[src/rtl/irq_agg_pkg.sv]
package irq_agg_pkg;
  typedef struct packed {
    logic       tick_only;
    logic [2:0] rate;
    logic [3:0] grp_en;
  } agg_ctrl_t;

  localparam int MAX_GRP    = 4;
  localparam int RATE_CODES = 8;
endpackage

[src/rtl/irq_tick_gen.sv]
module irq_tick_gen #(
  parameter int TICK_LOG2 = 22
) (
  input  logic       clk_i,
  input  logic       rst_ni,
  input  logic [2:0] rate_i,
  output logic       tick_o
);
  localparam int CW = TICK_LOG2;

  logic [CW-1:0] cnt_q;
  logic [irq_agg_pkg::RATE_CODES-1:0] tap;

  always_ff @(posedge clk_i or negedge rst_ni) begin
    if (!rst_ni) cnt_q <= '0;
    else         cnt_q <= cnt_q + CW'(1);
  end

  // code k fires when the low CW+1-k bits are all ones
  assign tap[0] = 1'b0;
  assign tap[7] = 1'b0;
  for (genvar k = 1; k <= 6; k++) begin : g_tap
    assign tap[k] = &cnt_q[CW-k:0];
  end

  assign tick_o = tap[rate_i];
endmodule

[src/rtl/irq_grp_sum.sv]
module irq_grp_sum #(
  parameter int NUM_GRP    = 4,
  parameter int CH_PER_GRP = 8
) (
  input  logic                          clk_i,
  input  logic                          rst_ni,
  input  logic [NUM_GRP*CH_PER_GRP-1:0] chan_i,
  input  logic [NUM_GRP-1:0]            grp_en_i,
  output logic [NUM_GRP*CH_PER_GRP-1:0] status_o,
  output logic [NUM_GRP-1:0]            grp_any_o,
  output logic                          chan_hit_o
);
  localparam int NCH = NUM_GRP * CH_PER_GRP;

  logic [NCH-1:0] chan_q;

  always_ff @(posedge clk_i or negedge rst_ni) begin
    if (!rst_ni) chan_q <= '0;
    else         chan_q <= chan_i;
  end

  for (genvar g = 0; g < NUM_GRP; g++) begin : g_grp
    assign grp_any_o[g] = |chan_q[g*CH_PER_GRP +: CH_PER_GRP];
  end

  assign status_o   = chan_q;
  assign chan_hit_o = |(grp_any_o & grp_en_i);
endmodule

[src/rtl/irq_line_latch.sv]
module irq_line_latch (
  input  logic clk_i,
  input  logic rst_ni,
  input  logic evt_i,
  input  logic eoi_i,
  input  logic en_nxt_i,
  output logic irq_o
);
  logic irq_q;

  // new event wins over the strobe; disable wins over everything
  always_ff @(posedge clk_i or negedge rst_ni) begin
    if (!rst_ni) irq_q <= 1'b0;
    else         irq_q <= en_nxt_i & ((irq_q & ~eoi_i) | evt_i);
  end

  assign irq_o = irq_q;
endmodule

[src/rtl/irq_aggregator.sv]
module irq_aggregator
  import irq_agg_pkg::*;
#(
  parameter int NUM_GRP    = 4,
  parameter int CH_PER_GRP = 8,
  parameter int TICK_LOG2  = 22
) (
  input  logic                          clk_i,
  input  logic                          rst_ni,
  input  logic [NUM_GRP*CH_PER_GRP-1:0] chan_irq_i,
  input  logic                          ctrl_we_i,
  input  logic [7:0]                    ctrl_wdata_i,
  input  logic                          cmd_we_i,
  input  logic [1:0]                    cmd_wdata_i,
  output logic [NUM_GRP*CH_PER_GRP-1:0] grp_status_o,
  output logic [7:0]                    ctrl_status_o,
  output logic                          irq_o
);
  localparam int PAD = 8 - NUM_GRP;

  agg_ctrl_t          ctrl_q;
  logic               host_en_q;
  logic               host_en_nxt;
  logic               eoi_c;
  logic               tick_c;
  logic               chan_hit_c;
  logic               evt_c;
  logic [NUM_GRP-1:0] grp_any;

  always_ff @(posedge clk_i or negedge rst_ni) begin
    if (!rst_ni)        ctrl_q <= '0;
    else if (ctrl_we_i) ctrl_q <= agg_ctrl_t'(ctrl_wdata_i);
  end

  always_ff @(posedge clk_i or negedge rst_ni) begin
    if (!rst_ni) host_en_q <= 1'b0;
    else         host_en_q <= host_en_nxt;
  end

  assign host_en_nxt = cmd_we_i ? cmd_wdata_i[0] : host_en_q;
  assign eoi_c       = cmd_we_i & cmd_wdata_i[1];

  irq_tick_gen #(.TICK_LOG2(TICK_LOG2)) u_tick (
    .clk_i  (clk_i),
    .rst_ni (rst_ni),
    .rate_i (ctrl_q.rate),
    .tick_o (tick_c)
  );

  irq_grp_sum #(.NUM_GRP(NUM_GRP), .CH_PER_GRP(CH_PER_GRP)) u_grp (
    .clk_i      (clk_i),
    .rst_ni     (rst_ni),
    .chan_i     (chan_irq_i),
    .grp_en_i   (ctrl_q.grp_en[NUM_GRP-1:0]),
    .status_o   (grp_status_o),
    .grp_any_o  (grp_any),
    .chan_hit_o (chan_hit_c)
  );

  assign evt_c = tick_c | (~ctrl_q.tick_only & chan_hit_c);

  irq_line_latch u_line (
    .clk_i    (clk_i),
    .rst_ni   (rst_ni),
    .evt_i    (evt_c),
    .eoi_i    (eoi_c),
    .en_nxt_i (host_en_nxt),
    .irq_o    (irq_o)
  );

  assign ctrl_status_o = {{PAD{1'b0}}, grp_any};
endmodule

[config.mk]
export PLATFORM = sky130hd
export DESIGN_NAME = irq_aggregator
export DESIGN_NICKNAME = d
export VERILOG_FILES = /design/src/rtl/irq_agg_pkg.sv /design/src/rtl/irq_tick_gen.sv /design/src/rtl/irq_grp_sum.sv /design/src/rtl/irq_line_latch.sv /design/src/rtl/irq_aggregator.sv
export SDC_FILE = /design/constraint.sdc
export NUM_CORES = 1
export LEC_CHECK = 0
export ABC_AREA = 1
export BUFFER_PORTS_ARGS = -buffer_cell sky130_fd_sc_hd__buf_2
export CELL_PAD_IN_SITES_DETAIL_PLACEMENT = 1
export CELL_PAD_IN_SITES_GLOBAL_PLACEMENT = 2
export CORE_ASPECT_RATIO = 2
export CORE_MARGIN = 1.5
export CORE_UTILIZATION = 30
export CTS_CLUSTER_DIAMETER = 40
export DETAILED_ROUTE_END_ITERATION = 12
export PLACE_DENSITY_LB_ADDON = 0.1
export SLEW_MARGIN = 15
export SYNTH_ARGS = -nofsm -noshare
export SYNTH_HDL_FRONTEND = slang
export SYNTH_SLANG_ARGS = --single-unit
[constraint.sdc]
create_clock -name clk_i -period 1.8 [get_ports clk_i]
set_clock_uncertainty 0.05 [all_clocks]
set_input_delay 0.27 -clock clk_i [delete_from_list [all_inputs] [get_ports clk_i]]
set_output_delay 0.27 -clock clk_i [all_outputs]
set_load 0.005 [all_outputs]
==> results.md, run 1 <==
Run status:
- The flow ran to the end, and the final reports show no timing, DRC or antenna violations.

Timing:
- The fmax is 0.614 GHz.
- After layout, the minimum clock period comes to 1.63 ns.
- Setup repair after global routing left no endpoint under its margin.
- The final-report hold violation count is 0.
- The setup total negative slack is 0 ns.
- The final period utilization is 0.905.
- The number of pins exceeding their max-slew limit in the final report is 0.
- The final-report setup violation count is 0.
- Hold timing on the final database bottoms out at a slack of 0.102 ns.
- The slack of the critical path is 0.172 ns.

Setup path:
- STA classifies the critical path startpoint as a flop.
- The data arrival time of the critical path is 1.85 ns.
- The maximum fanout along the worst path is 3.
- The type of the worst setup path is reg2reg.
- STA classifies the critical path endpoint as a flop.
- The critical path required time is 2.02 ns.

Logic synthesis:
- The dominant combinational cell family by area after synthesis is simple AND/OR/NAND/NOR gates.
- Yosys mapped a number of flops with a built-in enable equal to 0.
- For this run, the register share of the synthesized area comes to 0.646.
- In this run, synthesis produced a sequential element count of 64.
- After synthesis, the netlist uses 28 different library cells.
- Each instance of the synthesized netlist takes up on average 11.2 um^2.
- The share of synthesized cell area in and, or, nand and nor gates is 0.193.
- The prevailing post-synth register cell is sky130_fd_sc_hd__dfrtp_1.
- Synthesis produced 222 cells.
- The share of flip-flops with an asynchronous set or reset after synthesis is 1.00.
- Of the total synthesized cell area, the portion taken by XOR and XNOR cells is 0.0702.
- Of the total synthesized cell area, the portion taken by full adders, half adders and majority gates is 0.0101.
- The netlist area before placement is 2480 um^2.
- The compound-cell area share of the yosys netlist is 0.0273.
- For this run, the number of Yosys warnings is 0.
- The portion of synthesized area spent on multiplexers is 0.00454.

Clocking:
- Counting the buffers created by CTS gives 9.
- The TritonCTS sink count is 64.
- The H-tree was split into 3 levels.
- The maximum buffer depth of the clock tree is 2.
- The clock tree from TritonCTS is built.
- The clock-pin slew reported for the worst setup and hold paths after clock tree synthesis is 0.06 ns.
- The root buffer cell is sky130_fd_sc_hd__clkbuf_16.
- The worst-skew pair later-pin latency is 0.33 ns.

Layout:
- The multi-input combinational cells in the finished layout cover a total of 791 um^2.
- Leaving out fill and tap cells, the most frequent cell in the layout is sky130_fd_sc_hd__buf_2.
- In the layout the commonest cells are sky130_fd_sc_hd__buf_2, sky130_fd_sc_hd__dfrtp_1, sky130_fd_sc_hd__nand2_1, sky130_fd_sc_hd__dlygate4sd3_1, sky130_fd_sc_hd__nor2_1.
- After filler insertion, the fill cell instance count of the layout stands at 926.
- The area of all sequential standard cells is 1600 um^2.
- The final antenna diode count is 0.
- The number of nets in the finished design is 401.
- Of the cells placed in the final design, the portion with a size suffix greater than 1 is 0.355.
- Relative to the synthesized area, the layout overhead comes to 51.6%.

Placement:
- The HPWL after detailed placement is 4410 um.
- The count of buffers added on input and output ports is 82.
- Routability-driven placement finished with a final weighted congestion of 0.707.
- Prior to clock tree synthesis, the placed netlist has a worst setup slack of 0.0890 ns.

Power and ir drop:
- Of the total power, combinational logic draws 0.065.
- Summed over all cells, the static leakage comes to 1.89 nW.
- VDD sags by at most 0.412 mV.
- The net switching power is 767 uW.
- Of the total power, the share spent switching nets is 0.201.
- Of the total power, registers draw 0.399.
- The internal power is 3.06 mW.
- The power per standard cell area is 1020 nW/um^2.
- The share of total power dissipated in the clock network is 0.536.

Die:
- In this run the horizontal extent of the chip is 67.3 um.
- The number of top-level pins is 87.
- The floorplan step defined a core boundary enclosing 7940 um^2.
- The floorplan has 46 rows.
- The effective utilization at floorplan is 0.312.
- The die outline area is 8850 um^2.
- In this run the vertical extent of the chip is 132 um.

Global routing:
- The first global-routing pass estimated 10,100 um of wire.
- The number of global-route vias before repair is 2,141.
- Across every metal layer, demand over resource in global routing totals 0.157.
- The total congestion overflow after global routing is 0.
- Entering global routing, the biggest net connects 65 pins.
- The number of antenna violations at the first check in global routing is 0.

Drt:
- The final antenna-violating net count is 0.
- Summing over every cut layer, the via total after detailed routing is 1,949.
- The total length of routed wires is 6280 um.
- The routed wirelength normalized by instance count is 13.8 um.
- Using the TritonRoute via totals, the vias-per-cell ratio works out to 4.29.
- The final routed DRC violation total is 0.
- The detailed router finished its first iteration with 58 violations.
- The iteration count of the initial detailed-routing pass is 2.

Min path:
- The min-delay analysis places its worst path in the category in2reg.

Flow run:
- Max-cap violations in this run came to 0.
## sequential cells by signal, summed over array words and instances, names as in the netlist
signal	cells
u_grp.status_o	32
u_tick.cnt_q	22
ctrl_q	8
host_en_q	1
u_line.irq_o	1
## kinds of logic after synthesis
| kind of cell | count (synthesis) |
|---|---|
| simple gates | 95 |
| xor+xnor | 19 |
| flops | 64 |
| mux | 1 |
| buf+inv | 27 |
| compound gates | 13 |
| fa+ha+maj | 2 |
| other cells | 1 |
## through the flow
stage                     cell area, um^2   util  std cells  power (mW)
final                                3760  0.473        454        3.82
after global routing                 3760  0.473        454        3.99
after CTS                            3710  0.468        451        3.89
after detailed placement             3030  0.381        402        1.75
after global placement               3030  0.381        402        1.74
after floorplan                      2490      -        225        1.61
## power groups by stage
stage | combinational [mW] | clock, mW | sequential, mW
3_5_place_dp | 0.196 | 0 | 1.55
3_3_place_gp | 0.192 | 0 | 1.55
4_1_cts | 0.254 | 2.11 | 1.53
2_1_floorplan | 0.0551 | 0 | 1.55
6_report | 0.247 | 2.05 | 1.53
5_1_grt | 0.281 | 2.18 | 1.53
## Yosys cell counts (3+ instances only)
library cell / instances / area share
sky130_fd_sc_hd__nor2_1: 31 / 0.047
sky130_fd_sc_hd__xor2_1: 9 / 0.032
sky130_fd_sc_hd__nand4_1: 3 / 0.0076
sky130_fd_sc_hd__nand3_1: 7 / 0.014
sky130_fd_sc_hd__xnor2_1: 9 / 0.032
sky130_fd_sc_hd__o21ai_0: 10 / 0.020
sky130_fd_sc_hd__nand2_1: 37 / 0.056
sky130_fd_sc_hd__dfrtp_1: 64 / 0.65
sky130_fd_sc_hd__buf_4: 4 / 0.012
sky130_fd_sc_hd__inv_1: 20 / 0.030
sky130_fd_sc_hd__nor2_4: 4 / 0.018
sky130_fd_sc_hd__nor2_2: 3 / 0.0076
sky130_fd_sc_hd__nand2_2: 4 / 0.010
## layer usage
| layer | share of wire | wire [um] | track usage | vias to the layer above |
|---|---|---|---|---|
| li1 | - | - | - | 938 |
| met1 | 0.36 | 2260 | 0.157 | 941 |
| met2 | 0.55 | 3440 | 0.272 | 59 |
| met3 | 0.065 | 409 | 0.0548 | 11 |
| met4 | 0.025 | 160 | 0.0794 | 0 |
| met5 | 0 | 0 | 0 | - |
## path summary, 6_finish.rpt
| kind | start | endpoint | slack [ns] | cells past startpoint |
|---|---|---|---|---|
| max | u_tick.cnt_q[0] | u_line.irq_o | 0.17 | 12 |
| min | ctrl_wdata_i[7] | ctrl_q[7] | 0.10 | 3 |
| max reg2reg | u_tick.cnt_q[0] | u_line.irq_o | 0.17 | 12 |
| min reg2reg | u_tick.cnt_q[19] | u_tick.cnt_q[19] | 0.42 | 1 |
| max in group asynchronous | rst_ni | host_en_q | 0.96 | 3 |
| min in group asynchronous | rst_ni | u_grp.status_o[20] | 0.44 | 3 |
## timing repair
item	CTS	global route
hold endpoints to repair	96	0
gates resized for setup	0	4
hold buffers	33	0
buffers inserted	0	3
setup endpoints to repair	0	1
## worst max-delay path: stages, from the launching register on
cell and delay (ns):
sky130_fd_sc_hd__dfrtp_1 0.40, sky130_fd_sc_hd__ha_4 0.16, sky130_fd_sc_hd__nand2_2 0.08, sky130_fd_sc_hd__nor2_4 0.15
sky130_fd_sc_hd__nand2_4 0.08, sky130_fd_sc_hd__nor3_4 0.12, sky130_fd_sc_hd__ha_1 0.16, sky130_fd_sc_hd__nand3_1 0.07
sky130_fd_sc_hd__nand2_1 0.07, sky130_fd_sc_hd__nand2_1 0.05, sky130_fd_sc_hd__nand3_1 0.08, sky130_fd_sc_hd__nand2_1 0.05
sky130_fd_sc_hd__inv_1 0.04
## cell type report
cell class	count	area share
Clock buffer	11	0.0673
Clock inverter	5	0.0273
Inverter	22	0.0223
Multi-Input combinational cell	134	0.210
Sequential cell	64	0.426
Tap cell	96	0.0320
Timing Repair Buffer	122	0.214
(Power assumes the default switching activity.)
==> inputs of run 2 (changes only) <==
- CORE_UTILIZATION: 30 -> 31
- CTS_BUF_LIST: unset -> sky130_fd_sc_hd__clkbuf_4
==> run 2 against run 1 <==
Hold slack got worse by 0.048 ns. Worst setup slack got worse by 0.11 ns. Routed wire length decreased by 6.1%. Sequential cell count unchanged. First-iteration DRC count decreased by 52%. Combinational power increased by 4%. Fmax decreased by 6.4%. Clock power decreased by 54%. Register-to-register slack got worse by 0.11 ns. Power decreased by 29%. Count of clock-buffer cells in the layout unchanged. Critical path type unchanged. Critical endpoint unchanged.
==> results.md, run 2 (synthesis results as in run 1) <==
Global routing:
- The most heavily used metal layer in global routing is met2 (unchanged).
- The met3 layer usage reported by global route is 0.0391 (was 0.0548).
- The overall track demand over capacity in global routing is 0.155 (was 0.157).
- The first-pass GRT wire length is 9830 um (was 10,100 um).
- The number of antenna violations at the first check in global routing is 0 (unchanged).
- The global-route met1 utilization is 0.179 (was 0.157).
- The total congestion overflow after global routing was 0 (unchanged).
- The met2 demand-to-capacity share in global routing is 0.259 (was 0.272).
- The number of global-route vias before repair came to 2,141 (unchanged).
- The maximum number of pins on one net before global-route repair is 65 (unchanged).

Clocking:
- The clock tree from TritonCTS is built (unchanged).
- The clock-pin slew reported for the worst setup and hold paths after clock tree synthesis is 0.10 ns (was 0.06 ns).
- The worst-skew pair later-pin latency is 0.40 ns (was 0.33 ns).
- The number of buffers created by CTS is 9 (unchanged).
- The H-tree depth reported by CTS is 3 (unchanged).
- The root buffer cell was sky130_fd_sc_hd__clkbuf_4 (was sky130_fd_sc_hd__clkbuf_16).
- The TritonCTS sink count is 64 (unchanged).
- The maximum buffer depth of the clock tree came to 2 (unchanged).

Setup path:
- The cell type group with the largest total delay on the critical path is simple AND/OR/NAND/NOR gates (unchanged).
- The type of the worst setup path is reg2reg (unchanged).
- The slowest library cell on the worst path is sky130_fd_sc_hd__dfrtp_1 (unchanged).
- The maximum fanout along the worst path is 3 (unchanged).
- The delay contributed by the slowest stage of the critical path is 0.41 ns (was 0.40 ns).
- The number of buffers and inverters on the critical path is 1 (unchanged).
- The critical path required time is 2.09 ns (was 2.02 ns).
- The category of the worst setup path capture point is a flop (unchanged).
- Critical path cell sequence: ha_2 > nand2_2 > nor2_4 > nand2_4 > nor3_4 > ha_2 > nand3_1 > nand2_1 > nand2_1 > nand3_2 > nand2_1 > inv_1 (was ha_4 > nand2_2 > nor2_4 > nand2_4 > nor3_4 > ha_1 > nand3_1 > nand2_1 > nand2_1 > nand3_1 > nand2_1 > inv_1).
- The startpoint type of the worst setup path was a flop (unchanged).
- The library cell appearing most often on the critical path is sky130_fd_sc_hd__nand2_1 (unchanged).
- The data arrival time of the critical path is 2.03 ns (was 1.85 ns).

Die:
- The area inside the core boundary is 7830 um^2 (was 7940 um^2).
- The effective utilization at floorplan was 0.317 (was 0.312).
- The die span in x is 66.2 um (was 67.3 um).
- The die height is 129 um (was 132 um).
- The number of top-level pins is 87 (unchanged).
- The die outline area is 8570 um^2 (was 8850 um^2).
- The number of cell rows is 46 (unchanged).

Run status:
- Status: finished clean (unchanged).

Drt:
- The detail-routed via count per cell was 4.25 (was 4.29).
- The final routed DRC violation total is 0 (unchanged).
- The total length of routed wires is 5890 um (was 6280 um).
- The iteration count of the initial detailed-routing pass was 6 (was 2).
- The routed wirelength normalized by instance count is 12.8 um (was 13.8 um).
- The first-iteration detailed-routing DRC count is 28 (was 58).
- The routed via count is 1,953 (was 1,949).
- The final antenna-violating net count is 0 (unchanged).

Flow run:
- The count of maximum capacitance violations is 0 (unchanged).

Timing:
- The final-report setup violation count was 0 (unchanged).
- Setup repair after global routing missed its margin: yes (was no).
- The worst hold-check slack is 0.0538 ns (was 0.102 ns).
- The number of pins exceeding their max-slew limit in the final report was 0 (unchanged).
- The final period utilization is 0.967 (was 0.905).
- The post-route minimum period is 1.74 ns (was 1.63 ns).
- The final-report hold violation count was 0 (unchanged).
- The fmax was 0.575 GHz (was 0.614 GHz).
- The slack of the critical path is 0.0601 ns (was 0.172 ns).

Layout:
- The fill cell total of the finished layout is 916 (was 926).
- The count of non-filler cells in the finished layout is 459 (was 454).
- The synthesis-to-finish area growth came to 44.6% (was 51.6%).
- The most frequent standard cell in the layout excluding fill and tap cells is sky130_fd_sc_hd__buf_2 (unchanged).
- Top library cells by usage in the layout, fill and taps aside: sky130_fd_sc_hd__buf_2, sky130_fd_sc_hd__dfrtp_1, sky130_fd_sc_hd__dlygate4sd3_1, sky130_fd_sc_hd__nand2_1, sky130_fd_sc_hd__nor2_1 (was sky130_fd_sc_hd__buf_2, sky130_fd_sc_hd__dfrtp_1, sky130_fd_sc_hd__nand2_1, sky130_fd_sc_hd__dlygate4sd3_1, sky130_fd_sc_hd__nor2_1).
- The number of flip-flops in the largest register is 32 (unchanged).
- The number of nets in the finished design came to 406 (was 401).
- The final antenna diode count came to 0 (unchanged).
- The share of final-layout standard cells stronger than drive strength 1 is 0.344 (was 0.355).

Power and ir drop:
- The maximum ir drop on the vdd rail came to 0.551 mV (was 0.412 mV).
- The power per standard cell area was 757 nW/um^2 (was 1020 nW/um^2).
- The leakage power summed over all cells was 1.81 nW (was 1.89 nW).

Min path:
- The worst min-delay path category is in2reg (unchanged).

Placement:
- The placed wire-length estimate after detailed placement came to 4080 um (was 4410 um).
- The weighted congestion at the end of routability-driven global placement was 0.739 (was 0.707).
- The number of cells in the design after placement is 400 (was 402).
- The placement-stage worst setup slack is 0.0666 ns (was 0.0890 ns).
- The count of input and output buffers is 82 (unchanged).
==> run 2: worst min-delay path, stage by stage <==
cell,delay (ns)
sky130_fd_sc_hd__buf_2,0.08
sky130_fd_sc_hd__nand2_1,0.04
sky130_fd_sc_hd__o21ai_0,0.07
==> run 2: cell type report <==
cell class | count | area [um^2] | area share
multi-input combinational | 134 | 788 | 0.220
sequential | 64 | 1600 | 0.447
tap | 96 | 120 | 0.0335
timing repair buffer | 127 | 861 | 0.240
clock buffer | 11 | 82.6 | 0.0230
clock inverter | 5 | 47.5 | 0.0133
inverter | 22 | 83.8 | 0.0234
==> run 2: metal layers <==
layer,share of wire,wire [um]
met5,0,0
met4,0.020,119
met3,0.041,241
met2,0.52,3080
met1,0.42,2450
==> run 2: final timing paths <==
path | end | cells past startpoint | start | slack [ns]
setup / recovery | u_line.irq_o | 12 | u_tick.cnt_q[0] | 0.06
hold / removal | ctrl_q[4] | 3 | ctrl_wdata_i[4] | 0.05
setup reg to reg | u_line.irq_o | 12 | u_tick.cnt_q[0] | 0.06
hold reg to reg | u_tick.cnt_q[19] | 1 | u_tick.cnt_q[19] | 0.42
max in group asynchronous | u_tick.cnt_q[4] | 3 | rst_ni | 1.05
min in group asynchronous | u_grp.status_o[27] | 3 | rst_ni | 0.36
==> run 2: power breakdown <==
group | internal, mW | total, mW | switching (mW)
Clock | 0.442 | 0.935 | 0.492
Sequential | 1.49 | 1.52 | 0.0288
Combinational | 0.145 | 0.257 | 0.113
==> run 2: repair_timing <==
action,4_1_cts,5_1_grt
setup buffers,0,3
hold buffers,40,0
hold endpoints to repair,103,0
endpoints found under the setup margin,0,1
resized for setup,0,5
==> run 2: per-stage QoR <==
stage | setup TNS, ns | cell area (um^2) | power [mW] | util
4_1_cts | 0 | 3540 | 2.77 | 0.453
3_5_place_dp | 0 | 3010 | 1.74 | 0.385
5_1_grt | -0.0646 | 3580 | 2.87 | 0.458
3_3_place_gp | 0 | 3010 | 1.74 | 0.385
6_report | 0 | 3580 | 2.72 | 0.458
2_1_floorplan | 0 | 2490 | 1.61 | -
